$ cat src/rtl/mxm_pkg.sv
package mxm_pkg;

    localparam int ELEM_W = 8;
    localparam int NIB_W  = ELEM_W / 2;
    localparam int FMT_W  = 3;
    localparam int SIG_W  = ELEM_W;
    localparam int EXP_W  = 6;
    localparam int PSIG_W = 2 * SIG_W;
    localparam int PEXP_W = EXP_W + 1;
    localparam int LANES  = 2;

    typedef enum logic [FMT_W-1:0] {
        FMT_E4M3  = 3'd0,
        FMT_E5M2  = 3'd1,
        FMT_E3M2  = 3'd2,
        FMT_E2M3  = 3'd3,
        FMT_E2M1  = 3'd4,
        FMT_INT8  = 3'd5,
        FMT_SINT8 = 3'd6,
        FMT_RSVD  = 3'd7
    } fmt_e;

    typedef struct packed {
        logic                    sign;
        logic signed [EXP_W-1:0] exp;
        logic [SIG_W-1:0]        sig;
        logic                    is_nan;
        logic                    is_inf;
    } elem_t;

    typedef struct packed {
        logic                     sign;
        logic signed [PEXP_W-1:0] exp;
        logic [PSIG_W-1:0]        sig;
        logic                     nan;
        logic                     inf;
    } prod_t;

endpackage

$ cat src/rtl/mxm_decode.sv
module mxm_decode
    import mxm_pkg::*;
(
    input  fmt_e              fmt,
    input  logic [ELEM_W-1:0] code,
    output elem_t             dec
);

    function automatic elem_t float_dec(input logic [ELEM_W-1:0] c,
                                        input int eb, input int mb,
                                        input int bias, input logic has_special);
        elem_t             r;
        logic [ELEM_W-1:0] emax;
        logic [ELEM_W-1:0] ef;
        logic [ELEM_W-1:0] mf;
        int                e_i;
        r    = '0;
        e_i  = 0;
        emax = ELEM_W'((1 << eb) - 1);
        ef   = (c >> mb) & emax;
        mf   = c & ELEM_W'((1 << mb) - 1);
        r.sign = c[eb + mb];
        if (has_special && ef == emax) begin
            r.is_inf = (mf == '0);
            r.is_nan = (mf != '0);
        end else if (ef == '0) begin
            r.sig = mf;
            e_i   = 1 - bias - mb;
            r.exp = EXP_W'(e_i);
        end else begin
            r.sig = mf | ELEM_W'(1 << mb);
            e_i   = int'(ef) - bias - mb;
            r.exp = EXP_W'(e_i);
        end
        return r;
    endfunction

    function automatic elem_t int_dec(input logic [ELEM_W-1:0] c, input logic sym);
        elem_t r;
        r      = '0;
        r.sign = c[ELEM_W-1];
        r.sig  = c[ELEM_W-1] ? ELEM_W'(-c) : c;
        if (sym && c == {1'b1, {(ELEM_W-1){1'b0}}})
            r.sig = {1'b0, {(ELEM_W-1){1'b1}}};
        return r;
    endfunction

    always_comb begin
        unique case (fmt)
            FMT_E4M3:  dec = float_dec(code, 4, 3, 7,  1'b0);
            FMT_E5M2:  dec = float_dec(code, 5, 2, 15, 1'b1);
            FMT_E3M2:  dec = float_dec(code, 3, 2, 3,  1'b0);
            FMT_E2M3:  dec = float_dec(code, 2, 3, 1,  1'b0);
            FMT_E2M1:  dec = float_dec(code, 2, 1, 1,  1'b0);
            FMT_INT8:  dec = int_dec(code, 1'b0);
            FMT_SINT8: dec = int_dec(code, 1'b1);
            FMT_RSVD:  dec = '0;
        endcase
    end

endmodule

$ cat src/rtl/mxm_lane.sv
module mxm_lane
    import mxm_pkg::*;
(
    input  fmt_e              fmt_a,
    input  fmt_e              fmt_b,
    input  logic [ELEM_W-1:0] elem_a,
    input  logic [ELEM_W-1:0] elem_b,
    output prod_t             prod
);

    typedef enum logic [1:0] {
        PROD_FINITE = 2'd0,
        PROD_INF    = 2'd1,
        PROD_NAN    = 2'd2
    } cls_e;

    elem_t dec_a;
    elem_t dec_b;
    cls_e  cls;
    logic  a_zero;
    logic  b_zero;

    mxm_decode u_dec_a (.fmt(fmt_a), .code(elem_a), .dec(dec_a));
    mxm_decode u_dec_b (.fmt(fmt_b), .code(elem_b), .dec(dec_b));

    assign a_zero = !dec_a.is_nan && !dec_a.is_inf && (dec_a.sig == '0);
    assign b_zero = !dec_b.is_nan && !dec_b.is_inf && (dec_b.sig == '0);

    // Product class: NaN dominates, then infinity, else finite.
    always_comb begin
        if (dec_a.is_nan || dec_b.is_nan)
            cls = PROD_NAN;
        else if ((dec_a.is_inf && b_zero) || (dec_b.is_inf && a_zero))
            cls = PROD_NAN;
        else if (dec_a.is_inf || dec_b.is_inf)
            cls = PROD_INF;
        else
            cls = PROD_FINITE;
    end

    always_comb begin
        prod      = '0;
        prod.sign = dec_a.sign ^ dec_b.sign;
        unique case (cls)
            PROD_FINITE: begin
                prod.sig = PSIG_W'(dec_a.sig) * PSIG_W'(dec_b.sig);
                prod.exp = {dec_a.exp[EXP_W-1], dec_a.exp} + {dec_b.exp[EXP_W-1], dec_b.exp};
            end
            PROD_INF: prod.inf = 1'b1;
            PROD_NAN: prod.nan = 1'b1;
            default:  prod.nan = 1'b1;
        endcase
    end

endmodule

$ cat src/rtl/mxm_elem_mul.sv
module mxm_elem_mul
    import mxm_pkg::*;
#(
    parameter bit OUT_REG = 1'b1
) (
    input  logic                     clk,
    input  logic                     rst_n,
    input  logic                     in_valid,
    input  logic                     packed_en,
    input  logic [FMT_W-1:0]         fmt_a,
    input  logic [FMT_W-1:0]         fmt_b,
    input  logic [ELEM_W-1:0]        elem_a,
    input  logic [ELEM_W-1:0]        elem_b,
    output logic [LANES-1:0]         out_valid,
    output logic [LANES-1:0]         out_sign,
    output logic [LANES*PEXP_W-1:0]  out_exp,
    output logic [LANES*PSIG_W-1:0]  out_sig,
    output logic [LANES-1:0]         out_nan,
    output logic [LANES-1:0]         out_inf
);

    prod_t [LANES-1:0] lane_p;
    prod_t [LANES-1:0] lane_q;
    logic  [LANES-1:0] lane_v;
    logic  [LANES-1:0] lane_vq;

    for (genvar l = 0; l < LANES; l++) begin : g_lane
        fmt_e              fa;
        fmt_e              fb;
        logic [ELEM_W-1:0] ca;
        logic [ELEM_W-1:0] cb;
        prod_t             raw;

        if (l == 0) begin : g_base
            assign fa = packed_en ? FMT_E2M1 : fmt_e'(fmt_a);
            assign fb = packed_en ? FMT_E2M1 : fmt_e'(fmt_b);
            assign ca = elem_a;
            assign cb = elem_b;
        end else begin : g_extra
            assign fa = FMT_E2M1;
            assign fb = FMT_E2M1;
            assign ca = ELEM_W'(elem_a >> (l * NIB_W));
            assign cb = ELEM_W'(elem_b >> (l * NIB_W));
        end

        mxm_lane u_lane (
            .fmt_a  (fa),
            .fmt_b  (fb),
            .elem_a (ca),
            .elem_b (cb),
            .prod   (raw)
        );

        assign lane_p[l] = (l == 0 || packed_en) ? raw : '0;
        assign lane_v[l] = in_valid && (l == 0 || packed_en);

        assign out_valid[l]                   = lane_vq[l];
        assign out_sign[l]                    = lane_q[l].sign;
        assign out_exp[l*PEXP_W +: PEXP_W]    = lane_q[l].exp;
        assign out_sig[l*PSIG_W +: PSIG_W]    = lane_q[l].sig;
        assign out_nan[l]                     = lane_q[l].nan;
        assign out_inf[l]                     = lane_q[l].inf;

        assert_flags_exclusive_R8: assert property (@(posedge clk) disable iff (!rst_n)
            !(out_nan[l] && out_inf[l]));

        assert_special_clears_R8: assert property (@(posedge clk) disable iff (!rst_n)
            (out_nan[l] || out_inf[l]) |->
                (out_sig[l*PSIG_W +: PSIG_W] == '0 && out_exp[l*PEXP_W +: PEXP_W] == '0));
    end

    if (OUT_REG) begin : g_reg
        always_ff @(posedge clk or negedge rst_n) begin
            if (!rst_n) begin
                lane_q  <= '0;
                lane_vq <= '0;
            end else begin
                lane_q  <= lane_p;
                lane_vq <= lane_v;
            end
        end

        assert_valid_rise_R12: assert property (@(posedge clk) disable iff (!rst_n)
            in_valid |=> out_valid[0]);

        assert_valid_fall_R12: assert property (@(posedge clk) disable iff (!rst_n)
            !in_valid |=> !out_valid[0]);

        assert_lane1_idle_R11: assert property (@(posedge clk) disable iff (!rst_n)
            !packed_en |=> (!out_valid[1] && !out_nan[1] && !out_inf[1] &&
                            out_sig[PSIG_W +: PSIG_W] == '0));

        assert_int_exp_zero_R5: assert property (@(posedge clk) disable iff (!rst_n)
            (!packed_en && fmt_a inside {FMT_INT8, FMT_SINT8} && fmt_b inside {FMT_INT8, FMT_SINT8})
                |=> (out_exp[PEXP_W-1:0] == '0));
    end else begin : g_comb
        assign lane_q  = lane_p;
        assign lane_vq = lane_v;
    end

endmodule

$ cat config.mk
export PLATFORM = sky130hd
export DESIGN_NAME = mxm_elem_mul
export DESIGN_NICKNAME = d
export VERILOG_FILES = /design/src/rtl/mxm_pkg.sv /design/src/rtl/mxm_decode.sv /design/src/rtl/mxm_lane.sv /design/src/rtl/mxm_elem_mul.sv
export SDC_FILE = /design/constraint.sdc
export NUM_CORES = 1
export LEC_CHECK = 0
export ABC_AREA = 1
export CORE_MARGIN = 10
export CORE_UTILIZATION = 38
export CTS_BUF_LIST = sky130_fd_sc_hd__clkbuf_16
export DETAILED_ROUTE_END_ITERATION = 8
export PLACE_DENSITY = 0.68
export RECOVER_POWER = 100
export SYNTH_ARGS = -nofsm -noshare
export SYNTH_HDL_FRONTEND = slang
export SYNTH_SLANG_ARGS = --single-unit
$ cat constraint.sdc
create_clock -name clk -period 1.1 [get_ports clk]
set_input_delay 0.11 -clock clk [delete_from_list [all_inputs] [get_ports clk]]
set_output_delay 0.11 -clock clk [all_outputs]
set_load 0.05 [all_outputs]
==> summary.txt <==
Place
  – Placer Congestion: just under 1
  – Post-DP Area: slightly below 9000 µm²
  – DP Wirelength: 15900 µm
  – IO buf count: 65
  – Post-place setup slack: -4.19 ns

GRT
  – Vias in the first global route: 7348
  – Initial antenna violation count: 0
  – Gr usage total: 22.3%
  – First-pass GRT wire length: 36800 µm
  – Largest net degree at the start of global routing: 39
  – Gr ovfl total: 0

Timing
  – Final hold vios: 0
  – Final min period: 4.70 ns
  – Worst slew pin tran: 0.563 ns
  – Fin worst setup slack: -3.60 ns
  – Period utilisation layout: 427%
  – Rel. slew slack: 62.5%
  – Final setup violation count: 32
  – Fmax: roughly 0.21 GHz
  – Max Slew Vio Count: 0
  – RSZ-0062 raised after global routing: true

Floorplanning
  – Die W: roughly 140 µm
  – Initial Utilization: 38.9%
  – # rows: 44
  – Die area: 20200 µm²
  – Die Ht: 142 µm
  – Core area: 14600 µm²
  – # IOs: 80

Worst hold path
  – Hold Path Depth: 4
  – Hold/Removal Path Class: input pin to register
  – Hold path endpoint: out_sign[1]
  – Hold Crit Start: packed_en

Clock tree
  – Clock root cell: clkbuf_16
  – CTS tree: done
  – Number of buffers created by CTS: 5
  – Clock-pin slew on the worst setup and hold paths: 0.07 ns
  – Clock Path Buffers: 2
  – H-tree levels: 2
  – Clk sink count: 38

Logic synthesis
  – Syn. warnings: 0
  – Most common cell in the netlist: nand2_1
  – #FFs+latches synth: 38
  – Top cell types by occurrence after synthesis: 180 x nand2_1, 145 x inv_1, 119 x nor2_1, 68 x ha_1, 51 x nand3_1
  – Cells after Synth: 818
  – Yosys cell types: between 40 and 50
  – Sequential share of the synthesized area: 16.7%
  – Post-synth top flop: dfrtp_1
  – Ys async rst share: 100%
  – EDFF count, synth: 0
  – Netlist Area Pre-Place: around 5700 µm²
  – Top-area cell type share of the netlist area: 16.7%
  – Synth area leaders: dfrtp_1 17%, ha_1 15%, fa_1 14%
  – Yosys top cell by area: dfrtp_1
  – Post-synthesis area per instance: 6.94 µm²

Routing
  – Vias/cell: 5.38
  – DRT antenna net count: 0
  – Final WL: roughly 27000 µm
  – 1st-iter DRT viols: 724
  – WL/cell: a little under 20 µm
  – DRT Pass-1 Iters: 5
  – Vias: between 7000 and 8000
  – Post-route DRC violation count: 0

Layout
  – Share of cells above drive strength 1: 54.4%
  – Area grow syn2layout: 80.8%
  – Nets: 1320
  – Reg area: 951 µm²
  – Multi-input logic area: approximately 5200 µm²
  – Final Cell Area: 10300 µm²
  – Layout fillers: 970
  – Ant. Diodes: 0

Job
  – Max cap viols: 0

Setup path
  – CP max FO: 5
  – WS Path Type: input pin to register
  – Crit. End Element: register
  – CP Launch Type: input pin
  – Worst path required time: 1.28 ns
  – CP arrival: between 4 and 5 ns

Power
  – Leakage power total: 5.49 nW
  – Worst vdd ir: 0.577 mV
  – PwrDens: 770 nW/µm²

Run status
  – Failing checks: negative setup slack
  – Status: complete, but fails checks
[state kept, by name, indices dropped and copies added, names as in the netlist]
signal	cells
out_sign	2
out_sig	20
out_valid	2
out_nan	1
out_inf	1
out_exp	12
[critical path, stage by stage]
cell and delay, ns:
buf_8 0.09, clkinvlp_4 0.19, ha_4 0.25, nand2_4 0.09, inv_2 0.07, nand2_4 0.08
nor2_4 0.06, nor2_4 0.14, nand3_4 0.12, nand2_1 0.13, inv_1 0.08, fa_1 0.53
inv_2 0.05, fa_1 0.53, inv_1 0.06, fa_1 0.51, inv_2 0.05, fa_1 0.50
inv_2 0.05, ha_4 0.25, a21oi_4 0.16, o21ai_4 0.08, buf_6 0.12, a21oi_4 0.16
nor2_1 0.07, nor2_1 0.14, xor2_1 0.16, nor2_1 0.05
[final cells by class]
| type | count | area share [%] |
|---|---|---|
| Timing Repair Buffer | 375 | 29.7 |
| Tap cell | 184 | 2.24 |
| Clock inverter | 3 | 0.621 |
| Multi-Input combinational cell | 609 | 50.6 |
| Clock buffer | 5 | 1.22 |
| Inverter | 157 | 6.31 |
| Sequential cell | 38 | 9.26 |
[timing repair]
action / in CTS / in global routing
buffers inserted: 80 / 36
hold buffers: 1 / 0
endpoints found under the setup margin: 34 / 31
pin swaps: 88 / 59
endpoints found under the hold margin: 38 / 0
gates resized for setup: 284 / 108
[metrics by stage]
step                setup TNS, ns  utilization (%)  power (W)  hold WS [ns]  std cells
floorplan                  -45.01                -    0.00384        -0.186        831
global placement           -74.57             60.7    0.00574        0.0895       1258
detailed placement         -75.82             60.7    0.00580        0.0976       1258
CTS                        -54.90             71.0    0.00817         0.191       1346
global route               -65.86             70.4    0.00823         0.246       1371
finish                     -63.16             70.4    0.00791         0.203       1371
[worst max path at each step]
stage / start / end / slack [ns] / depth (start not counted)
2_1_floorplan: elem_a[3] / out_sig[14] / -3.24 / 27
3_3_place_gp: elem_a[3] / out_sig[14] / -4.09 / 29
3_5_place_dp: elem_a[3] / out_sig[14] / -4.19 / 29
4_1_cts: elem_b[3] / out_sig[14] / -3.24 / 30
5_1_grt: elem_b[3] / out_sig[10] / -3.72 / 28
6_report: elem_b[3] / out_sig[10] / -3.60 / 28
[metal layers]
layer	wire [µm]	up-vias	part of all wire, %	track usage, %
met2	12600	497	47	39.1
met5	0	-	0	0
met1	9630	3454	36	25.5
met3	2660	171	9.8	3.54
li1	-	3253	-	-
met4	2130	0	7.9	11.7
[power by group]
| group | switching (W) | total [W] | leakage [nW] | internal (W) |
|---|---|---|---|---|
| Combinational | 0.00268 | 0.00435 | 4.90 | 0.00167 |
| Clock | 0.000651 | 0.00195 | 0.0915 | 0.00129 |
| Sequential | 0.0000427 | 0.00162 | 0.494 | 0.00158 |
| Total | 0.00337 | 0.00791 | 5.49 | 0.00454 |
[cell usage in the layout, fill, tap and decap left out, types with 6 or more instances in the layout]
master / count
nand2_1: 136
fa_2: 8
clkbuf_2: 26
ha_1: 41
a21oi_4: 7
nor2_4: 28
buf_4: 245
nand2_2: 31
inv_2: 53
inv_1: 92
fa_1: 32
buf_12: 6
nand3_2: 20
o21ai_0: 7
nand3_1: 29
xor2_1: 13
inv_4: 6
a21oi_1: 15
buf_6: 60
buf_2: 21
dfrtp_1: 38
nor2_1: 77
ha_4: 25
nand2_4: 18
nor2_2: 25
a21oi_2: 9
conb_1: 14
[cell families (layout without fill, tap and decap cells)]
family,Yosys count,after routing,synth area share (%)
other,1,14,0.0660
AO/OA/AOI/OAI,72,72,7.56
adder cells (fa/ha/maj),108,108,29.1
flip-flops,38,38,16.7
buffers and inverters,184,540,13.4
AND/OR/NAND/NOR,396,396,30.2
XOR/XNOR,19,19,2.93
(Power assumes the default switching activity.)
